## src/rtl/usb_reg_bridge.sv

```systemverilog
module usb_reg_bridge (
  input  logic       clk,
  input  logic       rst_n,
  input  logic [7:0] host_din,
  output logic [7:0] host_dout,
  output logic       host_drive,
  input  logic       host_avail_n,
  input  logic       host_space_n,
  output logic       host_rd_n,
  output logic       host_wr_n,
  output logic       host_oe_n,
  output logic [7:0] bus_bank,
  output logic [7:0] bus_addr,
  output logic [7:0] bus_wdata,
  output logic       bus_wr,
  output logic       bus_rd,
  input  logic [7:0] bus_rdata,
  output logic       pipe_wr,
  output logic       pipe_rd,
  input  logic [7:0] pipe_rdata
);
  localparam logic [7:0] OP_REG_WR = 8'h01;
  localparam logic [7:0] OP_REG_RD = 8'h02;
  localparam logic [7:0] OP_VEC_WR = 8'h03;
  localparam logic [7:0] OP_VEC_RD = 8'h04;

  typedef enum logic [2:0] {S_OP, S_BANK, S_ADDR, S_CLO, S_CHI, S_WDAT, S_TX} state_t;

  state_t      st_q, st_d;
  logic        oe_q, oe_prev_q, rd_f_q, vec_f_q, wr_q, pwr_q;
  logic [7:0]  bank_q, addr_q, wdat_q, clo_q;
  logic [15:0] cnt_q;
  logic        listen, take, tx_go, op_ok;
  logic [15:0] hdr_cnt;

  assign listen  = (st_q != S_TX);
  assign take    = listen & oe_q & oe_prev_q & ~host_avail_n;
  assign tx_go   = (st_q == S_TX) & ~host_space_n;
  assign op_ok   = (host_din == OP_REG_WR) | (host_din == OP_REG_RD) |
                   (host_din == OP_VEC_WR) | (host_din == OP_VEC_RD);
  assign hdr_cnt = {host_din, clo_q};

  always_comb begin
    st_d = st_q;
    case (st_q)
      S_OP:   if (take && op_ok) st_d = S_BANK;
      S_BANK: if (take) st_d = S_ADDR;
      S_ADDR: if (take) st_d = S_CLO;
      S_CLO:  if (take) st_d = S_CHI;
      S_CHI:  if (take) begin
                if (hdr_cnt == 16'd0) st_d = S_OP;
                else if (rd_f_q)      st_d = S_TX;
                else                  st_d = S_WDAT;
              end
      S_WDAT: if (take && cnt_q == 16'd1) st_d = S_OP;
      S_TX:   if (tx_go && cnt_q == 16'd1) st_d = S_OP;
      default: st_d = S_OP;
    endcase
  end

  always_ff @(posedge clk or negedge rst_n) begin
    if (!rst_n) begin
      st_q      <= S_OP;
      oe_q      <= 1'b0;
      oe_prev_q <= 1'b0;
      rd_f_q    <= 1'b0;
      vec_f_q   <= 1'b0;
      wr_q      <= 1'b0;
      pwr_q     <= 1'b0;
      bank_q    <= 8'h00;
      addr_q    <= 8'h00;
      wdat_q    <= 8'h00;
      clo_q     <= 8'h00;
      cnt_q     <= 16'd0;
    end else begin
      st_q      <= st_d;
      oe_q      <= (st_d != S_TX);
      oe_prev_q <= oe_q;
      wr_q      <= 1'b0;
      pwr_q     <= 1'b0;
      if (wr_q || (tx_go && !vec_f_q)) addr_q <= addr_q + 8'd1;
      if (tx_go) cnt_q <= cnt_q - 16'd1;
      if (take) begin
        case (st_q)
          S_OP: if (op_ok) begin
                  rd_f_q  <= (host_din == OP_REG_RD) | (host_din == OP_VEC_RD);
                  vec_f_q <= (host_din == OP_VEC_WR) | (host_din == OP_VEC_RD);
                end
          S_BANK: bank_q <= host_din;
          S_ADDR: addr_q <= host_din;
          S_CLO:  clo_q  <= host_din;
          S_CHI:  cnt_q  <= hdr_cnt;
          S_WDAT: begin
                    wdat_q <= host_din;
                    wr_q   <= ~vec_f_q;
                    pwr_q  <= vec_f_q;
                    cnt_q  <= cnt_q - 16'd1;
                  end
          default: ;
        endcase
      end
    end
  end

  assign host_rd_n  = ~take;
  assign host_wr_n  = ~tx_go;
  assign host_oe_n  = ~oe_q;
  assign host_drive = (st_q == S_TX);
  assign host_dout  = vec_f_q ? pipe_rdata : bus_rdata;
  assign bus_bank   = bank_q;
  assign bus_addr   = addr_q;
  assign bus_wdata  = wdat_q;
  assign bus_wr     = wr_q;
  assign pipe_wr    = pwr_q;
  assign bus_rd     = tx_go & ~vec_f_q;
  assign pipe_rd    = tx_go & vec_f_q;
endmodule

```

## config.mk

```make
export PLATFORM = sky130hd
export DESIGN_NAME = usb_reg_bridge
export DESIGN_NICKNAME = d
export VERILOG_FILES = /design/src/rtl/usb_reg_bridge.sv
export SDC_FILE = /design/constraint.sdc
export NUM_CORES = 1
export LEC_CHECK = 0
export BUFFER_PORTS_ARGS = -buffer_cell sky130_fd_sc_hd__buf_2
export CAP_MARGIN = 20
export CORE_UTILIZATION = 48
export CTS_CLUSTER_DIAMETER = 60
export DETAILED_ROUTE_END_ITERATION = 8
export GPL_TIMING_DRIVEN = 0
export PLACE_DENSITY = 0.76
export SLEW_MARGIN = 20
export SYNTH_ARGS = -nofsm -noshare
export SYNTH_HDL_FRONTEND = slang
export SYNTH_SLANG_ARGS = --single-unit
```

## constraint.sdc

```tcl
create_clock -name clk -period 2.45 [get_ports clk]
set_clock_uncertainty 0.15 [all_clocks]
set_input_delay 0.49 -clock clk [delete_from_list [all_inputs] [get_ports clk]]
set_output_delay 0.49 -clock clk [all_outputs]
set_load 0.01 [all_outputs]
```

### Word level (Yosys, flattened, before mapping)

Cells that the tools add are included.

* register bits after elaboration: 57
* output and inout port bits: 40
* word-level logic and storage cells: 77

* add/subtract/negate cells: 2
* equal/unequal tests: 13
* mux-type cells: 21
* bitwise operators: 17
* reduce and logical (&&, ||, !) cells: 12

Operators by type and width (count)
* 16-bit 2-to-1 mux: 2
* 8-bit 2-to-1 mux: 4
* 16-bit case mux with 2 select lines: 1
* 3-bit 2-to-1 mux: 8
* 3-bit case mux with 7 select lines: 1
* 16-bit by 1-bit == test with 1-bit output (second input constant): 1
* 8-bit by 2-bit == test with 1-bit output (second input constant): 2
* 16-bit logical NOT: 1
* 16-bit by 1-bit subtractor with 16-bit output (second input constant): 1
* 3-bit == test (second input constant): 3
* 8-bit by 1-bit adder with 8-bit output (second input constant): 1
* 8-bit by 1-bit == test with 1-bit output (second input constant): 1
* 8-bit by 3-bit == test with 1-bit output (second input constant): 1
* 1-bit AND: 6
* 3-bit by 2-bit == test with 1-bit output (second input constant): 2
* 3-bit inequality test (second input constant): 2
* 1-bit NOT: 6
* 2-bit AND reduction: 3
* 1-bit OR: 5
* 1-bit logical AND: 4
* 1-bit 2-to-1 mux: 4
* 3-bit by 1-bit == test with 1-bit output (second input constant): 1
* 3-bit logical NOT: 1
* 3-bit AND reduction: 1
* 3 further kinds: 3

### Longest topological paths before layout

Gate-level depths: netlist (run 1).

* word-level depth: 8
* depth in mapped cells: 8

### Worst setup path after synthesis (run 1)

OpenSTA, ideal clock, no wires.

* path type: reg2reg
* start: register cnt_q[4]
* end: register cnt_q[15]
* setup time: 0.080 ns
* arrival: 2.053 ns
* path slack: 0.167 ns
* cell stages (with the launch flop): 6
* path buffers: 1
* cell sequence: dfrtp_1 > or3_1 > buf_2 > or4b_4 > or4_4 > o211ai_2

* longest elaborated chain between the ends: 4

Ends and longest elaborated chain
* start, declared: line 32 `logic [15:0] cnt_q;`
* start signal, assigned: line 82 `if (tx_go) cnt_q <= cnt_q - 16'd1;`
* start signal, assigned: line 92 `S_CHI: cnt_q <= hdr_cnt;`
* start signal, assigned: line 97 `cnt_q <= cnt_q - 16'd1;`
* 16-bit by 1-bit subtractor with 16-bit output (*): line 82, 97
* 16-bit 2-to-1 mux: line 82
* 16-bit case mux with 2 select lines: line 84 `case (st_q)`
* 16-bit 2-to-1 mux (*): line 83 `if (take) begin`

Mark *: on every way between the ends. The rest lies on a longest branch, timed or not.
A chain may end at the register's enable or synchronous reset.

### Worst setup path in the final report (run 1)

Ends and elaborated chain as after synthesis.

==> results of run 1 <==
==> cell type report <==
class,instances,area share
plain buffers,11,0.01202
clock buffers,11,0.03882
clock inverters,3,0.02473
inverters,6,0.006183
multi-input cells,197,0.3992
flip-flops and latches,57,0.3916
well taps,75,0.02576
repair buffers,71,0.1017
==> per-layer routing <==
metal | GRT usage | vias to the layer above | share of wire
li1 | - | 1173 | -
met1 | 0.3152 | 1220 | 0.44
met2 | 0.3786 | 97 | 0.49
met3 | 0.04343 | 13 | 0.056
met4 | 0.1125 | 0 | 0.017
met5 | 0 | - | 0
==> cells in the mapped netlist, drive strengths merged (2+ instances only) <==
master | instances | area, sq um
o221ai | 2 | 17.52
inv | 6 | 22.52
clkbuf | 11 | 41.29
o311a | 2 | 21.27
xnor2 | 5 | 43.79
or4 | 2 | 18.77
a22oi | 2 | 15.01
or3 | 4 | 30.03
a221o | 5 | 50.05
o31ai | 3 | 22.52
o31a | 2 | 17.52
and3 | 4 | 25.02
a211o | 2 | 17.52
dfrtp | 57 | 1426
o211ai | 7 | 57.55
buf | 2 | 10.01
o311ai | 2 | 17.52
a31oi | 2 | 12.51
nand2b | 3 | 18.77
nand4 | 4 | 25.02
nand3 | 10 | 50.05
xor2 | 7 | 61.31
o21ai | 12 | 63.81
nor3 | 6 | 35.03
nor4 | 7 | 50.05
mux2 | 32 | 360.4
nand2 | 15 | 56.30
nand3b | 3 | 22.52
nor2 | 25 | 93.84
a21oi | 14 | 70.07
ha | 3 | 37.54
==> path summary, 6_finish.rpt <==
path / cells after the start / end
setup / recovery: 5 / cnt_q[15]
hold / removal: 1 / bus_addr[1]
setup reg to reg: 5 / cnt_q[15]
hold reg to reg: 0 / oe_prev_q
max in group asynchronous: 1 / clo_q[3]
min in group clk: 0 / oe_prev_q
==> sequential cells by signal, summed over array words and instances (netlist names) <==
name / count
oe_q: 1
bus_wdata: 8
bus_wr: 1
bus_addr: 8
oe_prev_q: 1
cnt_q: 16
clo_q: 8
rd_f_q: 1
pipe_wr: 1
vec_f_q: 1
bus_bank: 8
st_q: 3
==> per-stage QoR <==
step	hold WS (ns)	cells	instance area, sq um
floorplan	0.04441	273	2917
global placement	0.2761	414	3341
detailed placement	0.2866	414	3343
CTS	0.08489	428	3587
global route	0.1364	431	3642
finish	0.07614	431	3642
==> power breakdown <==
part | internal (uW) | total, uW | switching (uW)
sequential | 1330 | 1650 | 317
combinational | 720 | 1540 | 821
clock | 693 | 1040 | 351
==> cell families after synthesis <==
logic type	Yosys count	synth area share
buffers and inverters	19	0.02531
AND/OR/NAND/NOR	91	0.1703
XOR/XNOR	12	0.03604
multiplexers	33	0.1270
adder cells (fa/ha/maj)	3	0.01287
flip-flops	57	0.4891
AO/OA/AOI/OAI	58	0.1394
==> repair_timing <==
action                                  in CTS  in global routing
pin swaps                                    0                  2
buffers inserted                             0                  5
hold endpoints to repair                     0                  0
endpoints found under the setup margin       3                 36
gates resized for setup                      2                  4
==> flow_summary.ini, run 1 <==
[global_routing]
antenna_found_initial = 0
grt_usage = 0.2386
grt.overflow.total = 0
grt_pass1_wl_um = 11230
grt_pass1_vias = 2232
grt_max_degree = 58

[floorplanning]
die-area_sq_um = 6392
dieWidth_um = 79.95
die_h_um = 79.95
std_cell_rows = 28
core_area_sq_um = 5886
pin_count = 68
start_util = 0.4955

[drt]
avgRoutedWirePerCell_um = 16.90
num_vias = 2503
viasPerCell = 5.807
first_pass_iters = 6
drt_iter0_markers = 151
wl_um = 7286
drc = 0
ant_nets = 0

[critical_path]
required_ns = 2.54
cp_slowest_stage_delay_ns = 0.53
path_delay_family = simple AND/OR/NAND/NOR gates
rr_startpoint = cnt_q[4]
setup.worst_path.class = flip-flop to flip-flop
crit_path_top_delay_cell = or4b_4
critPathArrivalTime_ns = 2.44
worst-path-max-fanout = 7
crit_chain = or3_1 -> buf_2 -> or4b_4 -> or4_4 -> o211ai_2
critical_path_buf_inv_count = 1
r2r_slack_ns = 0.11
crit_start = cnt_q[4]
critPathCaptureType = flip-flop
startpoint_type = flip-flop

[finish]
seq_area_sq_um = 1426
layout_commonest_cell = buf_2
layout.nets = 384
fillers = 507
fin_util = 0.6188
layout-drive-gt1-share = 0.3652
mostFrequentLayoutCells = 67 x buf_2, 57 x dfrtp_1, 32 x mux2_2, 25 x nor2_1, 15 x nand2_1
multi_input_area_sq_um = 1454
area_growth_pct = 24.88
n_antenna_cell = 0

[run_status]
status = complete, no violations

[cts]
clock_latency_ns = 0.32
postCtsHoldBufs = 0
clk_pin_slew_ns = 0.06
cts_made_buffers = 9
cts.htree.levels = 3
cts_tree = yes
root_buffer = clkbuf_8
clk_path_buf_depth = 2
cts.sinks = 57

[synthesis]
ys_seq_elements = 57
async_flop_share = 1.000
synth_nets = 304
yosys.cell_types.count = 51
ys_seq_area_frac = 0.4891
synth_edf_count = 0
netlist_instances = 273
ys.flop_type = dfrtp_1
synth.avg_cell_area_sq_um = 10.68
yosysWarnings = 0
syn_area_sq_um = 2917

[sta]
finalSetupViolCount = 0
setup_tns_ns = 0
rsz0062_at_grt = true
setup_slack_ns = 0.1061
fin_crit_ns = 2.344
relSlewSlack = 0.4912
tightestPinTransition_ns = 0.7603
drv_slew = 0
fin_crit_sh = 0.9567
fmax_mhz = 426.6
hold_violations = 0

[pwr]
power.total_uw = 4235
leakagePower_uw = 0.001656
power_density_nw_per_um2 = 1163
peakVddDrop_mv = 0.7351

[place]
hpwl_um = 5031
place_congestion = 0.8813
pre_cts_slack_ns = -0.3829
port_buffers = 66

[flow_run]
drv_cap = 0

[worst_hold_path]
hold_class = primary input to asynchronous set/reset pin
Power figures use the tool's default switching activity.
==> run 2, diff against run 1 <==
BUFFER_PORTS_ARGS = -buffer_cell sky130_fd_sc_hd__buf_4   (was -buffer_cell sky130_fd_sc_hd__buf_2)
==> run 2 against run 1 <==
Final area increased by 3.8%. Global-route usage is 1.4 points higher. Sequential cell count is the same. Routed wire length is 4.5% higher. Combinational power up 6%. Maximum frequency down 0.56%. First-iteration DRC count increased by 71%. Die area stayed put. Via count grew 1.3%. Clock power shrank 13%. Critical path type unchanged. Highest routed layer unchanged.
==> flow_summary.ini, run 2 (synthesis results as in run 1) <==
[finish]
top_register = cnt_q
layout.nets = 385
design_area_sq_um = 3780
layout-drive-gt1-share = 0.3788
largest_reg_flops = 16
n_antenna_cell = 0
post_layout_nonfiller_instances = 434
layout_commonest_cell = buf_4
mostFrequentLayoutCells = 73 x buf_4, 57 x dfrtp_1, 32 x mux2_2, 25 x nor2_1, 15 x nand2_1
area_growth_pct = 29.60

[floorplanning]
core_area_sq_um = 5886
pin_count = 68
dieWidth_um = 79.95
die-area_sq_um = 6392
die_h_um = 79.95
std_cell_rows = 28
start_util = 0.4955

[critical_path]
setup.worst_path.class = flip-flop to flip-flop
critical_path_buf_inv_count = 1
required_ns = 2.57
cp_slowest_stage_delay_ns = 0.56
critPathArrivalTime_ns = 2.48
crit_chain = or3_1 -> buf_2 -> or4b_4 -> or4_4 -> o211ai_2
crit_path_top_delay_cell = or4b_4
critPathCaptureType = flip-flop
path_delay_family = simple AND/OR/NAND/NOR gates
startpoint_type = flip-flop
worst-path-max-fanout = 7
r2r_slack_ns = 0.09

[sta]
hold_violations = 0
rsz0062_at_grt = false
fin_crit_sh = 0.9621
fin_crit_ns = 2.357
whs_ns = 0.03364
tightestPinTransition_ns = 0.7412
finalSetupViolCount = 0
relSlewSlack = 0.5041
setup_slack_ns = 0.09286
setup_tns_ns = 0
fmax_mhz = 424.2
drv_slew = 0

[run_status]
status = complete, no violations

[drt]
viasPerCell = 5.841
avgRoutedWirePerCell_um = 17.54
ant_nets = 0
wl_um = 7611
first_pass_iters = 4
drt_iter0_markers = 258
num_vias = 2535
drc = 0

[global_routing]
grt.overflow.total = 0
antenna_found_initial = 0
grt_pass1_vias = 2361
grt_max_degree = 58
grt_pass1_wl_um = 11850
grt_usage = 0.2523

[place]
port_buffers = 66
pre_cts_slack_ns = -0.4071
dpl.cell_count = 414
place_congestion = 0.8780
hpwl_um = 5124
placed_cell_area_sq_um = 3506

[cts]
clk_path_buf_depth = 2
cts_made_buffers = 9
cts_tree = yes
root_buffer = clkbuf_8
clock_latency_ns = 0.34
cts.sinks = 57
cts.htree.levels = 3
postCtsHoldBufs = 0
clk_pin_slew_ns = 0.08

[worst_hold_path]
hold_class = primary input to asynchronous set/reset pin

[pwr]
leakagePower_uw = 0.001694
peakVddDrop_mv = 0.9206
power_density_nw_per_um2 = 1117

[flow_run]
drv_cap = 0
[run 2: cell count changes in the layout (fill, tap and decap cells not counted), moves of 2 or more]
cell,delta
buf_4,+67
bufinv_16,-2
clkinv_4,+2
buf_2,-65
clkbuf_1,-3
clkinvlp_4,+2
[run 2: final cells by class]
class                           count  area [sq um]
Inverter                            6         22.52
Clock buffer                       10         137.6
Multi-Input combinational cell    197          1443
Sequential cell                    57          1426
Buffer                             10         41.29
Fill cell                         483          2106
Timing Repair Buffer               73         548.0
Tap cell                           75         93.84
Clock inverter                      6         67.56
[run 2: worst paths after layout]
check | start | end | cells past startpoint
worst min-delay path | rst_n | bus_addr[1] | 1
min in group clk | host_din[0] | rd_f_q | 2
worst max register to register | cnt_q[4] | cnt_q[15] | 5
worst max-delay path | cnt_q[4] | cnt_q[15] | 5
worst min register to register | oe_q | oe_prev_q | 0
max in group asynchronous | rst_n | cnt_q[12] | 1
[run 2: layer usage]
| layer | wire, um | track usage | part of all wire | up-vias |
|---|---|---|---|---|
| li1 | - | - | - | 1181 |
| met1 | 3149 | 0.3191 | 0.41 | 1233 |
| met2 | 3695 | 0.4034 | 0.49 | 108 |
| met3 | 595 | 0.06514 | 0.078 | 13 |
| met4 | 170 | 0.1161 | 0.022 | 0 |
| met5 | 0 | 0 | 0 | - |
[run 2: repair_timing]
item                                    CTS  global route
buffers inserted                          0             7
endpoints found under the setup margin    3            32
pin swaps                                 0             2
resized for setup                         2             6
[run 2: stage by stage]
stage               power (uW)    util
floorplan                 2629       -
global placement          3220  0.5957
detailed placement        3275  0.5957
CTS                       4203  0.6327
global route              4513  0.6422
finish                    4224  0.6422
[run 2: where the power goes]
group          switching [uW]  total, uW  internal [uW]
sequential                346       1680           1330
combinational             799       1640            843
clock                     407        905            498
[run 2: worst reg2reg max path: stages, from the launching register on]
cell	delay [ns]
dfrtp_1	0.41
or3_1	0.34
buf_2	0.16
or4b_4	0.56
or4_4	0.53
o211ai_2	0.14
==> run 3, diff against run 2 <==
ABC_AREA = 1   (was unset)
CORE_MARGIN = 2   (was unset)
CORE_UTILIZATION = 49   (was 48)
PLACE_DENSITY = 0.77   (was 0.76)
==> run 3 against run 2 <==
Worst hold slack gained 0.017 ns. Utilization shrank 0.56 points. Combinational power grew 27%. Sequential cell count is the same. Critical path depth grew 1. Sequential power is essentially flat. Power grew 13%. Setup slack gained 0.081 ns. Cell count grew 39%. Highest routed layer unchanged.
==> flow_summary.ini, run 3 <==
[cts]
clk_path_buf_depth = 2
clk_pin_slew_ns = 0.07
cts_made_buffers = 9
cts_setup_buffers = 0
clock_latency_ns = 0.34
root_buffer = clkbuf_8
cts_tree = yes
postCtsHoldBufs = 0
cts.sinks = 57
cts.htree.levels = 3

[synthesis]
synth_top_family_by_area = simple AND/OR/NAND/NOR gates
synth_top_cell_area_share = 0.4424
yosys-top-cells-area = dfrtp_1 44%, nand2_1 17%, nor2_1 5.9%, inv_1 5.7%, o21ai_0 5.4%
synth-simple-area-share = 0.3174
synth.avg_cell_area_sq_um = 7.278
yosysTopAreaCell = dfrtp_1
synth_edf_count = 0
async_flop_share = 1.000
netlist_instances = 443
muxShareOfSynthArea = 0
synth_nets = 474
ys_seq_elements = 57
ys_seq_area_frac = 0.4424
yosys.cell_types.count = 29
yosysWarnings = 0
synth_xor_xnor_area_share = 0.04889
synth_common_cells = 146 x nand2_1, 57 x dfrtp_1, 51 x nor2_1
ys.flop_type = dfrtp_1
yosys.area_share.adder = 0.01164
synth_compound_area_frac = 0.1040
yosysMostFrequentCell = nand2_1
syn_area_sq_um = 3224

[floorplanning]
pin_count = 68
core_area_sq_um = 6350
std_cell_rows = 29
die_h_um = 85.12
dieWidth_um = 85.12
start_util = 0.5078
die-area_sq_um = 7245

[sta]
fin_crit_sh = 0.9292
hold_violations = 0
setup_slack_ns = 0.1736
setup_tns_ns = 0
finalSetupViolCount = 0
tightestPinTransition_ns = 0.7299
drv_slew = 0
fin_crit_ns = 2.276
relSlewSlack = 0.5134
fmax_mhz = 439.3
rsz0062_at_grt = false

[pwr]
power_density_nw_per_um2 = 1184
peakVddDrop_mv = 0.6726
power.total_uw = 4786
leakagePower_uw = 0.002148

[flow_run]
drv_cap = 0

[finish]
area_growth_pct = 25.38
layout-drive-gt1-share = 0.1920
fillers = 549
layout.nets = 552
n_antenna_cell = 0
layout_commonest_cell = nand2_1
design_area_sq_um = 4043
top_register = cnt_q
post_layout_nonfiller_instances = 603
mostFrequentLayoutCells = 146 x nand2_1, 67 x buf_4, 57 x dfrtp_1, 51 x nor2_1, 49 x inv_1
largest_reg_flops = 16

[critical_path]
critPathCaptureType = output pin
worst-path-max-fanout = 9
crit_chain = inv_1 -> nand3_2 -> nor2_8 -> inv_2 -> nor2_1 -> buf_4
cp_slowest_stage_delay_ns = 0.46
startpoint_type = flip-flop
setup.worst_path.class = flip-flop to output pin
crit_path_top_delay_cell = dfrtp_1
required_ns = 1.81
critPathArrivalTime_ns = 1.64

[global_routing]
antenna_found_initial = 0
grt_max_degree = 58
grt.overflow.total = 0
grt_usage = 0.2538
grt_pass1_vias = 3009
grt_pass1_wl_um = 14320

[place]
hpwl_um = 6323
placed_cell_area_sq_um = 3824
dpl.cell_count = 587
port_buffers = 67
place_congestion = 0.8987
pre_cts_slack_ns = 0.4522

[worst_hold_path]
hold_class = primary input to asynchronous set/reset pin

[drt]
drc = 0
avgRoutedWirePerCell_um = 14.41
first_pass_iters = 7
num_vias = 3205
ant_nets = 0
drt_iter0_markers = 249
wl_um = 8687
viasPerCell = 5.315

[run_status]
status = complete, no violations
[run 3: changes by cell type in the layout (fill, tap and decap cells not counted), sizes merged, moves of 6 or more]
cell,previous run,this run
nand2,15,151
inv,6,53
mux2,32,0
nor2,25,55
o21ai,12,38
nand3,10,24
nor4,7,0
a21oi,14,8
[run 3: path summary, 6_finish.rpt]
path,startpoint,endpoint,slack [ns],cells past startpoint
max,st_q[0],pipe_rd,0.17,6
min,rst_n,cnt_q[10],0.05,1
max reg2reg,cnt_q[0],cnt_q[14],0.59,9
min reg2reg,oe_q,oe_prev_q,0.30,0
max in group asynchronous,rst_n,st_q[0],1.62,1
min in group clk,host_din[7],cnt_q[15],0.23,3
[run 3: cells by family after synthesis]
kind of cell    count (synthesis)
buf+inv                        62
xor+xnor                       18
simple gates                  243
compound gates                 60
flops                          57
fa+ha+maj                       3
[run 3: final cells by class]
cell class	count	area, sq um	share of cell area
Sequential cell	57	1426	0.3528
Tap cell	77	96.34	0.02383
Inverter	53	198.9	0.04921
Buffer	9	46.29	0.01145
Clock buffer	9	123.9	0.03064
Multi-Input combinational cell	324	1554	0.3844
Timing Repair Buffer	67	503.0	0.1244
Clock inverter	7	93.84	0.02321
[run 3: where the power goes]
part | internal, uW | switching, uW
sequential | 1340 | 363
clock | 572 | 417
combinational | 875 | 1220
total | 2790 | 2000
[run 3: critical path: cells and delay by family, from the launching register on]
kind	cells	cell delay, ns
buf+inv	3	0.38
flops	1	0.46
simple gates	3	0.46
[run 3: what timing repair did]
action	in CTS	in global routing
endpoints found under the hold margin	0	0
setup endpoints to repair	0	8
resized for setup	0	2
[run 3: per-stage QoR]
step                      hold WS (ns)  utilization
after detailed placement        0.2817       0.6022
after global routing            0.1076       0.6367
after floorplan                0.04441            -
after CTS                      0.07962       0.6365
final                          0.05061       0.6367
after global placement          0.2595       0.6022
[run 3: per-layer routing]
layer,GRT usage,part of all wire,vias up
met5,0,0,-
met4,0.1082,0.025,0
met3,0.03988,0.056,19
met2,0.4034,0.46,120
met1,0.3462,0.46,1497
li1,-,-,1569
